## src/rtl/frame_crc_engine.sv

```systemverilog
module frame_crc_engine #(
  parameter int CW = 16,
  parameter int DW = 10,
  parameter int RW = 32,
  parameter logic [RW-1:0] POLY = 32'h04C11DB7
) (
  input  logic          clk,
  input  logic          rst_n,
  input  logic          timing_active,
  input  logic          cfg_write,
  input  logic [CW-1:0] cfg_a_x0,
  input  logic [CW-1:0] cfg_a_x1,
  input  logic [CW-1:0] cfg_a_y0,
  input  logic [CW-1:0] cfg_a_y1,
  input  logic [CW-1:0] cfg_b_x0,
  input  logic [CW-1:0] cfg_b_x1,
  input  logic [CW-1:0] cfg_b_y0,
  input  logic [CW-1:0] cfg_b_y1,
  input  logic [2:0]    cfg_sel,
  input  logic          cfg_enable,
  input  logic          cfg_continuous,
  input  logic          pix_valid,
  input  logic          pix_sof,
  input  logic          pix_eol,
  input  logic [DW-1:0] pix_r,
  input  logic [DW-1:0] pix_g,
  input  logic [DW-1:0] pix_b,
  output logic          cfg_error,
  output logic          crc_done,
  output logic          crc_suspect,
  output logic          rd_valid,
  output logic [RW-1:0] crc_r,
  output logic [RW-1:0] crc_g,
  output logic [RW-1:0] crc_b
);
  localparam int CFGW = 8*CW + 5;

  function automatic logic [RW-1:0] crc_step(input logic [RW-1:0] c_in, input logic [DW-1:0] d);
    logic [RW-1:0] c;
    logic fb;
    c = c_in;
    for (int i = DW-1; i >= 0; i--) begin
      fb = c[RW-1] ^ d[i];
      c  = {c[RW-2:0], 1'b0};
      if (fb) c = c ^ POLY;
    end
    return c;
  endfunction

  logic [CFGW-1:0] shadow, active;
  logic            pend, armed, open, first;
  logic [CW-1:0]   x, y;
  logic [RW-1:0]   acc_r, acc_g, acc_b;

  wire [CFGW-1:0] cfg_in = {cfg_a_x0, cfg_a_x1, cfg_a_y0, cfg_a_y1,
                            cfg_b_x0, cfg_b_x1, cfg_b_y0, cfg_b_y1,
                            cfg_sel, cfg_enable, cfg_continuous};

  wire sof   = pix_valid & pix_sof;
  wire apply = sof & pend;
  wire [CFGW-1:0] cur = apply ? shadow : active;

  logic [CW-1:0] ax0, ax1, ay0, ay1, bx0, bx1, by0, by1;
  logic [2:0]    sel;
  logic          en, cont;
  assign {ax0, ax1, ay0, ay1, bx0, bx1, by0, by1, sel, en, cont} = cur;

  wire [CW-1:0] cx = sof ? '0 : x;
  wire [CW-1:0] cy = sof ? '0 : y;

  wire in_a = (cx >= ax0) && (cx < ax1) && (cy >= ay0) && (cy < ay1);
  wire in_b = (cx >= bx0) && (cx < bx1) && (cy >= by0) && (cy < by1);
  wire wa   = in_a ^ sel[1];
  wire wb   = in_b ^ sel[0];
  wire pass = sel[2] ? (wa & wb) : (wa | wb);

  wire arm_n  = apply ? en : armed;
  wire open_n = sof ? (en & (cont | arm_n)) : open;
  wire take   = pix_valid & open_n & pass;

  wire [RW-1:0] base_r = sof ? '1 : acc_r;
  wire [RW-1:0] base_g = sof ? '1 : acc_g;
  wire [RW-1:0] base_b = sof ? '1 : acc_b;

  always_ff @(posedge clk) begin
    if (!rst_n) begin
      shadow <= '0; active <= '0;
      pend <= 1'b0; armed <= 1'b0; open <= 1'b0; first <= 1'b0;
      x <= '0; y <= '0;
      acc_r <= '1; acc_g <= '1; acc_b <= '1;
      crc_r <= '0; crc_g <= '0; crc_b <= '0;
      cfg_error <= 1'b0; crc_done <= 1'b0; crc_suspect <= 1'b0; rd_valid <= 1'b0;
    end else begin
      cfg_error <= cfg_write & ~timing_active;
      crc_done  <= sof & open;

      if (cfg_write && timing_active) begin
        shadow <= cfg_in;
        pend   <= 1'b1;
      end else if (apply) begin
        pend   <= 1'b0;
      end

      if (sof) begin
        if (open) begin
          crc_r <= acc_r; crc_g <= acc_g; crc_b <= acc_b;
          crc_suspect <= first;
          rd_valid    <= 1'b1;
        end
        if (apply) begin
          active <= shadow;
          if (!en) rd_valid <= 1'b0;
        end
        first <= apply & en;
        open  <= open_n;
        armed <= arm_n & ~(open_n & ~cont);
      end

      if (sof || take) begin
        acc_r <= take ? crc_step(base_r, pix_r) : '1;
        acc_g <= take ? crc_step(base_g, pix_g) : '1;
        acc_b <= take ? crc_step(base_b, pix_b) : '1;
      end

      if (pix_valid) begin
        if (pix_eol) begin
          x <= '0;
          y <= cy + 1'b1;
        end else begin
          x <= cx + 1'b1;
          y <= cy;
        end
      end
    end
  end
endmodule

```

## config.mk

```make
export PLATFORM = sky130hd
export DESIGN_NAME = frame_crc_engine
export DESIGN_NICKNAME = d
export VERILOG_FILES = /design/src/rtl/frame_crc_engine.sv
export SDC_FILE = /design/constraint.sdc
export NUM_CORES = 1
export LEC_CHECK = 0
export BUFFER_PORTS_ARGS = -buffer_cell sky130_fd_sc_hd__buf_2
export CORE_MARGIN = 5
export CORE_UTILIZATION = 57
export DETAILED_ROUTE_END_ITERATION = 7
export PLACE_DENSITY = 0.88
export SYNTH_ARGS = -nofsm -noshare
export SYNTH_HDL_FRONTEND = slang
export SYNTH_SLANG_ARGS = --single-unit
```

## constraint.sdc

```tcl
create_clock -name clk -period 9.8 [get_ports clk]
set_clock_uncertainty 0.15 [all_clocks]
set_input_delay 1.96 -clock clk [delete_from_list [all_inputs] [get_ports clk]]
set_output_delay 1.96 -clock clk [all_outputs]
set_load 0.05 [all_outputs]
```

# After elaboration in Yosys (flattened, before gate mapping)
# Index checks and enable logic that the tools add are counted.
word_totals:
  ramBits: 0
  register_bits: 498
  n_memories: 0
  elab_cells: 219
  latchBits: 0
  romBits: 0
  inputBits: 170
op_classes:
  bitwise_logic: 78
  muxes: 103
  n_reduce_logical: 10
  add_sub_neg: 2
  n_mul: 0
  n_div: 0
  n_eq_ne: 0
  n_shift: 0
  n_lt_le_gt_ge: 8
op_table:
  columns: ["op", "count"]
  rows:
  - ["$mux 32", 60]
  - ["$mux 27", 30]
  - ["$not 14->14", 30]
  - ["$mux 133", 1]
  - ["$ge 16x16->1", 4]
  - ["$lt 16x16->1", 4]
  - ["$mux 16", 4]
  - ["$add 16x1->16 const B", 2]
  - ["$xor 1x1->1", 32]
  - ["$and 1x1->1", 11]
  - ["$mux 1", 8]
  - ["$logic_and 1x1->1", 7]
  - ["$not 1->1", 3]
  - ["$or 1x1->1", 2]
  - ["$reduce_and 2->1", 1]
  - ["$reduce_bool 2->1", 1]
  - ["$logic_or 1x1->1", 1]

# Longest topological paths before layout
# Gate-level depths: netlist (run 1).
logic_depth:
  ltp_word: 49
  depth_mapped: 25

# Least setup slack after synthesis (run 1)
# No wires, ideal clock.
synth_timing:
  kind: "input -> register"
  from: "in pix_valid"
  to: "reg acc_r[17]"
  setup_ps: 131
  required_ps: 9519
  slack_ps: 2684
  t_arrival_ps: 6835
  path_stages: 24
  cell_sequence: "buf_2 and2_1 buf_2 buf_4 clkbuf_1 buf_2 buf_2 buf_1 buf_1 nor2_1 ha_1 a21oi_1 o21ai_0 a221oi_1 nor2_1 or4b_4 or4_1 and4bb_4 or2_1 buf_2 buf_6 buf_6 nor3_2 o21ai_1"
synth_between:
  elab_chain_len: 36
  word_cells_on_any_way: 71
  cone_classes: "8 x order compare; 36 x mux; 20 x bitwise; 7 x reduce/logical"
synth_lines:
  columns: ["element", "line", "text"]
  rows:
  - ["start, declared", "22", "input logic pix_valid,"]
  - ["$and 1x1->1", "59", "wire sof = pix_valid & pix_sof;"]
  - ["$mux 32", "81", "wire [RW-1:0] base_r = sof ? '1 : acc_r;"]
  - ["$xor 1x1->1 / $not 14->14 (equally long branches)", null, null]
  - ["$mux 27", "45", "if (fb) c = c ^ POLY;"]
  - ["$mux 32", "119", "if (sof || take) begin"]
  - ["$mux 32", "86", "if (!rst_n) begin"]
  - ["$mux 27", "45", null]
  - ["$mux 32", "119", null]
  - ["(+20 left out)", null, null]
  - ["$mux 32", "119", null]
  - ["$mux 32", "86", null]
  - ["$not 14->14 (no source line)", null, null]
  - ["$mux 27", "45", null]
  - ["$mux 32", "119", null]
  - ["$mux 32", "86", null]
  - ["$mux 27", "45", null]
  - ["$mux 32", "120", "acc_r <= take ? crc_step(base_r, pix_r) : '1;"]
  - ["end signal, assigned", "120", null]
  - ["end, declared", "53", "logic [RW-1:0] acc_r, acc_g, acc_b;"]
# Parallel ways exist; a longest one is shown, timed or not. The select of a mux whose other input is x is not followed.
# A chain may end at the register's enable or synchronous reset.

# Worst setup path in the final report (run 1)
layout_timing:
  from: "in pix_valid"
  to: "reg acc_r[23]"
layout_between:
  elab_chain_len: 34
  word_cells_on_any_way: 71
  cone_classes: "8 x order compare; 36 x mux; 20 x bitwise; 7 x reduce/logical"
layout_lines:
  columns: ["element", "line"]
  rows:
  - ["$and 1x1->1", "59"]
  - ["$mux 32", "81"]
  - ["$mux 27", "45"]
  - ["$mux 32", "119"]
  - ["$mux 32", "86"]
  - ["$mux 27", "45"]
  - ["$mux 32", "119"]
  - ["$mux 32", "86"]
  - ["(+18 left out)", null]
  - ["$mux 32", "86"]
  - ["$not 14->14 (no source line)", null]
  - ["$mux 27", "45"]
  - ["$mux 32", "119"]
  - ["$mux 32", "86"]
  - ["$not 14->14 (no source line)", null]
  - ["$mux 27", "45"]
  - ["$mux 32", "120"]
# Parallel ways exist; a longest one is shown, timed or not. The select of a mux whose other input is x is not followed.

==> summary.txt, run 1 <==
Status
  – Status: finished, final reports clean

Clock tree
  – Clk buf depth: 3
  – Post-CTS resize count: 0
  – H-tree Lvls: 2
  – # clock sinks: 498
  – Post-CTS setup buffers: 0
  – Clk slew on worst S/H paths: 0.06 ns
  – # hold bufs at CTS: 0
  – CTS tree: done
  – Clk Latency, worst-skew pair: 0.61 ns
  – Root buf cell: clkbuf_16
  – Inserted Clock Buffers: between 50 and 60

Synth
  – Sequential fraction of the synthesis area: between 30% and 40%
  – Syn Inst Count: roughly 2.9k
  – Ranking of synthesized cells by area: dfxtp_1 (39%), xnor2_1 (8.6%), nand2_1 (8.4%), a21boi_0 (7.0%), ha_1 (6.2%)
  – Synth Cell Area: about 25000 um2
  – Most used DFF post-synth: dfxtp_1
  – Yosys top cell area share: about two fifths
  – Synth Warn #: 0
  – Syn avg cell area: between 8 and 9 um2
  – EDFF count, synth: 0
  – Fraction of registers with async set/reset: 0%
  – Post-Syn Nets: ~3.2k
  – Yosys cell types: between 70 and 80
  – Area leader, netlist: dfxtp_1
  – FF+latch count, synth: 498

Critical path
  – Critical Path RT: around 10 ns
  – R2r startpoint: pend
  – Critical path cell sequence: buf_2, nand3_4, mux2i_1, ha_1, a21oi_1, o21ai_0, a41oi_1, nor3_1, or4b_4, or4_1, and4bb_4, nor2_4, buf_4, o22ai_1, o31ai_1
  – FF-to-FF path depth: 14
  – Critical Path Slowest Stage Cell: nand3_4
  – Crit-path max FO: around 50
  – Type of origin of the critical path: input pin
  – Critical path arrival: 7.54 ns
  – Critical path capture point type: flip-flop
  – Critical R2R Capture: acc_r[23]
  – WS Path Type: input pin to flip-flop
  – R2R Setup Slk: ~3.9 ns
  – CP max stage delay: about 0.84 ns

Timing
  – Final Setup Violations: 0
  – Fin. max-slew vios: 0
  – RSZ-0062 raised after global routing: no
  – Slew Limit Headroom: roughly 28%
  – Fmax: between 100 and 150 MHz
  – Final hold vios: 0
  – Worst Tran Pin Value: roughly 1.1 ns
  – Final period util: between 70 and 80%
  – Setup TNS: 0 ns
  – Tmin final: between 7 and 8 ns
  – Worst setup margin: 2.625 ns

Final layout
  – Layout cells sized above 1: 14.55%
  – Area growth syn-to-layout: 13.73%
  – Fin util: 65.46%
  – Most common cell after layout, fill and taps aside: nand2_1
  – Most used cells in the layout excluding fill and tap cells: nand2_1 (567), dfxtp_1 (498), buf_2 (268)
  – Nets: ~3.4k
  – Number of fill cells in the layout: 3350
  – Design area: between 20000 and 30000 um2

Floorplanning
  – FP Rows: just under 80
  – Die H: between 200 and 250 um
  – Initial core utilization: a little under three fifths
  – DIE WIDTH: between 200 and 250 um
  – Die area: 48980 um2
  – Placeable Area: about 44000 um2
  – # IOs: 270

Global routing
  – Vias in the first global route: ~20k
  – Gr usage total: 26.05%
  – First-pass GRT wire length: between 100000 and 150000 um
  – Initial antenna violation count: 3
  – Overflow after GRT: 0
  – Pin count of the biggest net entering global routing: between 150 and 200

Placement
  – Placed instance area: approximately 27000 um2
  – RD Place Congestion: just over 0.9
  – DP HPWL: 45440 um
  – IO buf count: ~270
  – Worst slack at placement: between 2 and 2.5 ns

Route
  – Via density: roughly 5.6
  – DR DRC count: 0
  – Routed WL per cell: around 18 um
  – Vias: a little over 20k
  – Number of iterations in the first detailed-routing pass: 6
  – Post-route antenna net violation count: 0
  – Final WL: 67260 um
  – DRT iter0 DRCs: 1801

Hold path
  – Worst Hold End: crc_b[26]
  – Hold_sp: crc_b[26]
  – Hold depth: 2
  – Hold Path Class: flip-flop to flip-flop

Pwr
  – Leak: approximately 12 nW
  – VDD IR max: 0.1497 mV
  – Power per cell area: 171.7 nW/um2

Run
  – Max-cap violations: 0
## layer usage
layer	global-route usage, %	wire (um)
met2	41.22	29980
met1	35.38	29820
met5	0	14
met4	9.564	2414
met3	5.420	5034
## area by class of cell
type	count	area [um2]	area share, %
Sequential cell	498	9970	34.44
Inverter	15	56.30	0.1945
Timing Repair Buffer	288	1511	5.222
Clock inverter	25	505.5	1.746
Tap cell	592	740.7	2.559
Clock buffer	70	1468	5.070
Antenna cell	2	5.005	0.01729
Multi-Input combinational cell	2211	14690	50.75
## critical path, delay by kind of cell
family	cells	cell delay (ns)
buffers and inverters	2	0.78
AO/OA/AOI/OAI	5	0.99
multiplexers	1	0.52
AND/OR/NAND/NOR	6	3.02
adder cells (fa/ha/maj)	1	0.22
## logic make-up after synthesis
| family | synth area share (%) |
|---|---|
| flops | 39.17 |
| compound gates | 13.34 |
| simple gates | 20.21 |
| fa+ha+maj | 6.194 |
| mux | 6.745 |
| buf+inv | 3.299 |
| xor+xnor | 11.04 |
## state kept, by name (all words and copies together), names as in the netlist
signal	flops
acc_b	32
acc_g	32
acc_r	32
active	133
armed	1
cfg_error	1
crc_b	32
crc_done	1
crc_g	32
crc_r	32
crc_suspect	1
first	1
open	1
pend	1
rd_valid	1
shadow	133
x	16
y	16
## synthesized netlist by cell type, types with 6 or more instances
| master | instances |
|---|---|
| nand2b_1 | 6 |
| nand4_1 | 11 |
| o31ai_1 | 14 |
| a211oi_1 | 10 |
| nor2_1 | 199 |
| xor2_1 | 69 |
| buf_2 | 14 |
| mux2_2 | 12 |
| o21ai_0 | 62 |
| o21a_1 | 8 |
| o211ai_1 | 23 |
| mux2_4 | 20 |
| and3_1 | 9 |
| xnor2_1 | 250 |
| o211a_1 | 9 |
| mux2i_1 | 128 |
| ha_1 | 126 |
| clkbuf_1 | 133 |
| a21oi_1 | 48 |
| inv_1 | 15 |
| dfxtp_1 | 498 |
| buf_1 | 36 |
| nand2_1 | 570 |
| nand3_1 | 37 |
| nor3_1 | 31 |
| nand3b_1 | 9 |
| nor2b_1 | 145 |
| nor3_2 | 20 |
| o21ai_1 | 21 |
| o22ai_1 | 14 |
| and2_1 | 46 |
| nor4b_1 | 9 |
| a21o_1 | 7 |
| a21boi_0 | 238 |
## through the flow
stage / cells / power, W / hold WS (ns)
after floorplan: 2915 / 0.002588 / 0.2894
after global placement: 3604 / 0.002730 / 0.3014
after detailed placement: 3604 / 0.002738 / 0.3059
after CTS: 3699 / 0.004990 / 0.3142
after global routing: 3700 / 0.005131 / 0.3312
final: 3701 / 0.004971 / 0.3099
## power by group
part	total (W)	switching, W	internal, W
Clock	0.00226	0.000862	0.00140
Sequential	0.00210	0.0000314	0.00207
Combinational	0.000611	0.000362	0.000249
## worst max-delay path by stage
stage	from	endpoint	slack [ns]	depth (start not counted)
after floorplan	pix_valid	acc_r[17]	2.68	24
after global placement	pix_valid	acc_g[22]	2.30	16
after detailed placement	pix_valid	acc_g[22]	2.15	16
after CTS	pix_valid	acc_r[3]	2.74	16
after global routing	pix_valid	acc_g[22]	2.40	16
final	pix_valid	acc_r[23]	2.63	15
(Power assumes the default switching activity.)
==> run 2: changes to the inputs <==
--- a/config.mk
+++ b/config.mk
@@ -7,9 +7,9 @@
 export LEC_CHECK = 0
 export BUFFER_PORTS_ARGS = -buffer_cell sky130_fd_sc_hd__buf_2
 export CORE_MARGIN = 5
-export CORE_UTILIZATION = 57
+export CORE_UTILIZATION = 54
 export DETAILED_ROUTE_END_ITERATION = 7
-export PLACE_DENSITY = 0.88
+export PLACE_DENSITY = 0.87
 export SYNTH_ARGS = -nofsm -noshare
 export SYNTH_HDL_FRONTEND = slang
 export SYNTH_SLANG_ARGS = --single-unit
==> constraint.sdc (replaced) <==
create_clock -name clk -period 5.8 [get_ports clk]
set_clock_uncertainty 0.15 [all_clocks]
set_input_delay 1.16 -clock clk [delete_from_list [all_inputs] [get_ports clk]]
set_output_delay 1.16 -clock clk [all_outputs]
set_load 0.05 [all_outputs]
==> run 2 against run 1 <==
Effect of this change:
- global-route usage shrank 1.1 points
- cell count grew 1.5%
- combinational power grew 70%
- largest power group unchanged
- setup slack lost 2.0 ns
- sequential power grew 69%
- routed wire length shrank 1.3%
==> summary.txt, run 2 (synthesized netlist as in run 1, its figures left out) <==
Final layout
  – Most used cells in the layout excluding fill and tap cells: nand2_1 (567), dfxtp_1 (498), buf_2 (268)
  – Registers with the most flip-flops: active x133, shadow x133
  – Number of fill cells in the layout: about 3.7k
  – Antenna diodes: 0
  – Area growth syn-to-layout: 15.05%
  – Layout cells sized above 1: between 10% and 20%
  – Most common cell after layout, fill and taps aside: nand2_1
  – Post-Layout Cell Count: approximately 3.8k
  – Nets: about 3.4k
  – Design area: between 20000 and 30000 um2

Global routing
  – Initial antenna violation count: 0
  – Pin count of the biggest net entering global routing: 191
  – Gr usage total: between 20% and 30%
  – Vias in the first global route: about 20k
  – First-pass GRT wire length: approximately 110000 um
  – Overflow after GRT: 0

Floorplanning
  – DIE WIDTH: roughly 230 um
  – Placeable Area: between 40000 and 50000 um2
  – # IOs: 270
  – FP Rows: between 70 and 80
  – Initial core utilization: between 50% and 60%
  – Die H: 227.1 um
  – Die area: ~52000 um2

Critical path
  – WS Path Type: input pin to flip-flop
  – Critical Path RT: 6.15 ns
  – Critical path cell sequence: buf_2, and3_4, mux2i_1, ha_1, a21oi_1, nand2_1, a2111oi_2, o21ai_1, or4b_4, or4_1, and4bb_4, nor2_4, buf_12, mux2_2, o31ai_1
  – Critical path capture point type: flip-flop
  – CP max stage delay: 0.59 ns
  – CP bufs+invs: 2
  – R2r startpoint: pend
  – Type of origin of the critical path: input pin
  – Critical Path Slowest Stage Cell: or4b_4
  – Critical path arrival: about 5.5 ns
  – Crit path depth: 15
  – FF-to-FF path depth: 14
  – CP delay by family, top: simple AND/OR/NAND/NOR gates
  – Worst Setup SP: pix_valid
  – Crit-path max FO: 35

Clock tree
  – Post-CTS resize count: 0
  – # hold bufs at CTS: 0
  – Clk buf depth: 3
  – Clk Latency, worst-skew pair: 0.63 ns
  – CTS tree: done
  – Inserted Clock Buffers: 52
  – Post-CTS setup buffers: 0
  – Root buf cell: clkbuf_16
  – # clock sinks: 498
  – Clk slew on worst S/H paths: approximately 0.070 ns
  – H-tree Lvls: 2

Route
  – Met1 WL: around 30000 um
  – DRT iter0 DRCs: ~1.6k
  – Final WL: between 60000 and 70000 um
  – DR DRC count: 0
  – Metal3 WL: 4226 um
  – Number of iterations in the first detailed-routing pass: 5
  – Routed WL per cell: roughly 18 um
  – Via density: approximately 5.5
  – Vias: between 20k and 25k
  – Max Used Layer: met4
  – Met2 wire length: ~30000 um
  – Post-route antenna net violation count: 0

Placement
  – IO buf count: approximately 270
  – RD Place Congestion: between 0.9 and 1
  – Placed instance area: around 27000 um2
  – Placed Instances: roughly 3.7k
  – DP HPWL: around 46000 um

Pwr
  – Leak: 11.98 nW
  – Power per cell area: 281.7 nW/um2
  – Tot Pwr: around 0.0082 W
  – VDD IR max: ~0.32 mV

Timing
  – Setup TNS: 0 ns
  – Worst Tran Pin Value: 1.070 ns
  – Fmax: between 150 and 200 MHz
  – Final Setup Violations: 0
  – Final hold vios: 0
  – Slew Limit Headroom: about 29%
  – Fin. max-slew vios: 0
  – RSZ-0062 raised after global routing: no
  – Final period util: 88.42%
  – Hold_ws: 0.3119 ns
  – Tmin final: between 5 and 6 ns

Hold path
  – Hold_sp: crc_b[3]
  – Hold depth: 2
  – Hold Path Class: flip-flop to flip-flop

Run
  – Max-cap violations: 0

Status
  – Status: finished, final reports clean
[run 2: metrics by stage]
stage | worst slack, ns | util, %
after detailed placement | 0.1741 | 58.79
after global routing | 0.4920 | 62.90
final | 0.6719 | 62.90
after floorplan | 0.007998 | -
after global placement | 0.2467 | 58.79
after CTS | 0.7398 | 62.90
[run 2: routing by layer]
metal	vias up	GRT usage [%]
met5	-	0
met2	641	39.24
met3	144	4.707
met1	9865	34.84
met4	0	8.391
li1	10137	-
[run 2: path summary, 6_finish.rpt]
check / to / slack, ns
worst max-delay path: acc_b[24] / 0.67
worst min-delay path: crc_b[3] / 0.31
worst max register to register: acc_b[24] / 0.78
worst min register to register: crc_b[3] / 0.31
[run 2: worst register-to-register path, cell delays in order, from the launching register on]
cell and delay, ns:
dfxtp_1 0.58, and3_4 0.43, mux2i_1 0.34, ha_1 0.31
a21oi_1 0.14, nand2_1 0.11, a2111oi_2 0.40, o21ai_1 0.12
or4b_4 0.59, or4_1 0.49, and4bb_4 0.26, nor2_4 0.17
buf_12 0.21, mux2_2 0.36, o31ai_1 0.25
[run 2: cell type report]
type	count	area, um2	share of cell area [%]
clock buffer	79	1593	5.439
clock inverter	17	320.3	1.094
inverter	15	56.30	0.1923
multi-input combinational	2211	14700	50.19
sequential	498	9970	34.05
tap	607	759.5	2.594
timing repair buffer	328	1887	6.443
[run 2: power by group]
| part | leakage [nW] | internal [W] | switching, W |
|---|---|---|---|
| logic | 7.01 | 0.000436 | 0.000600 |
| clock network | 0.934 | 0.00222 | 0.00145 |
| registers | 4.04 | 0.00349 | 0.0000542 |
| total | 12.0 | 0.00614 | 0.00210 |
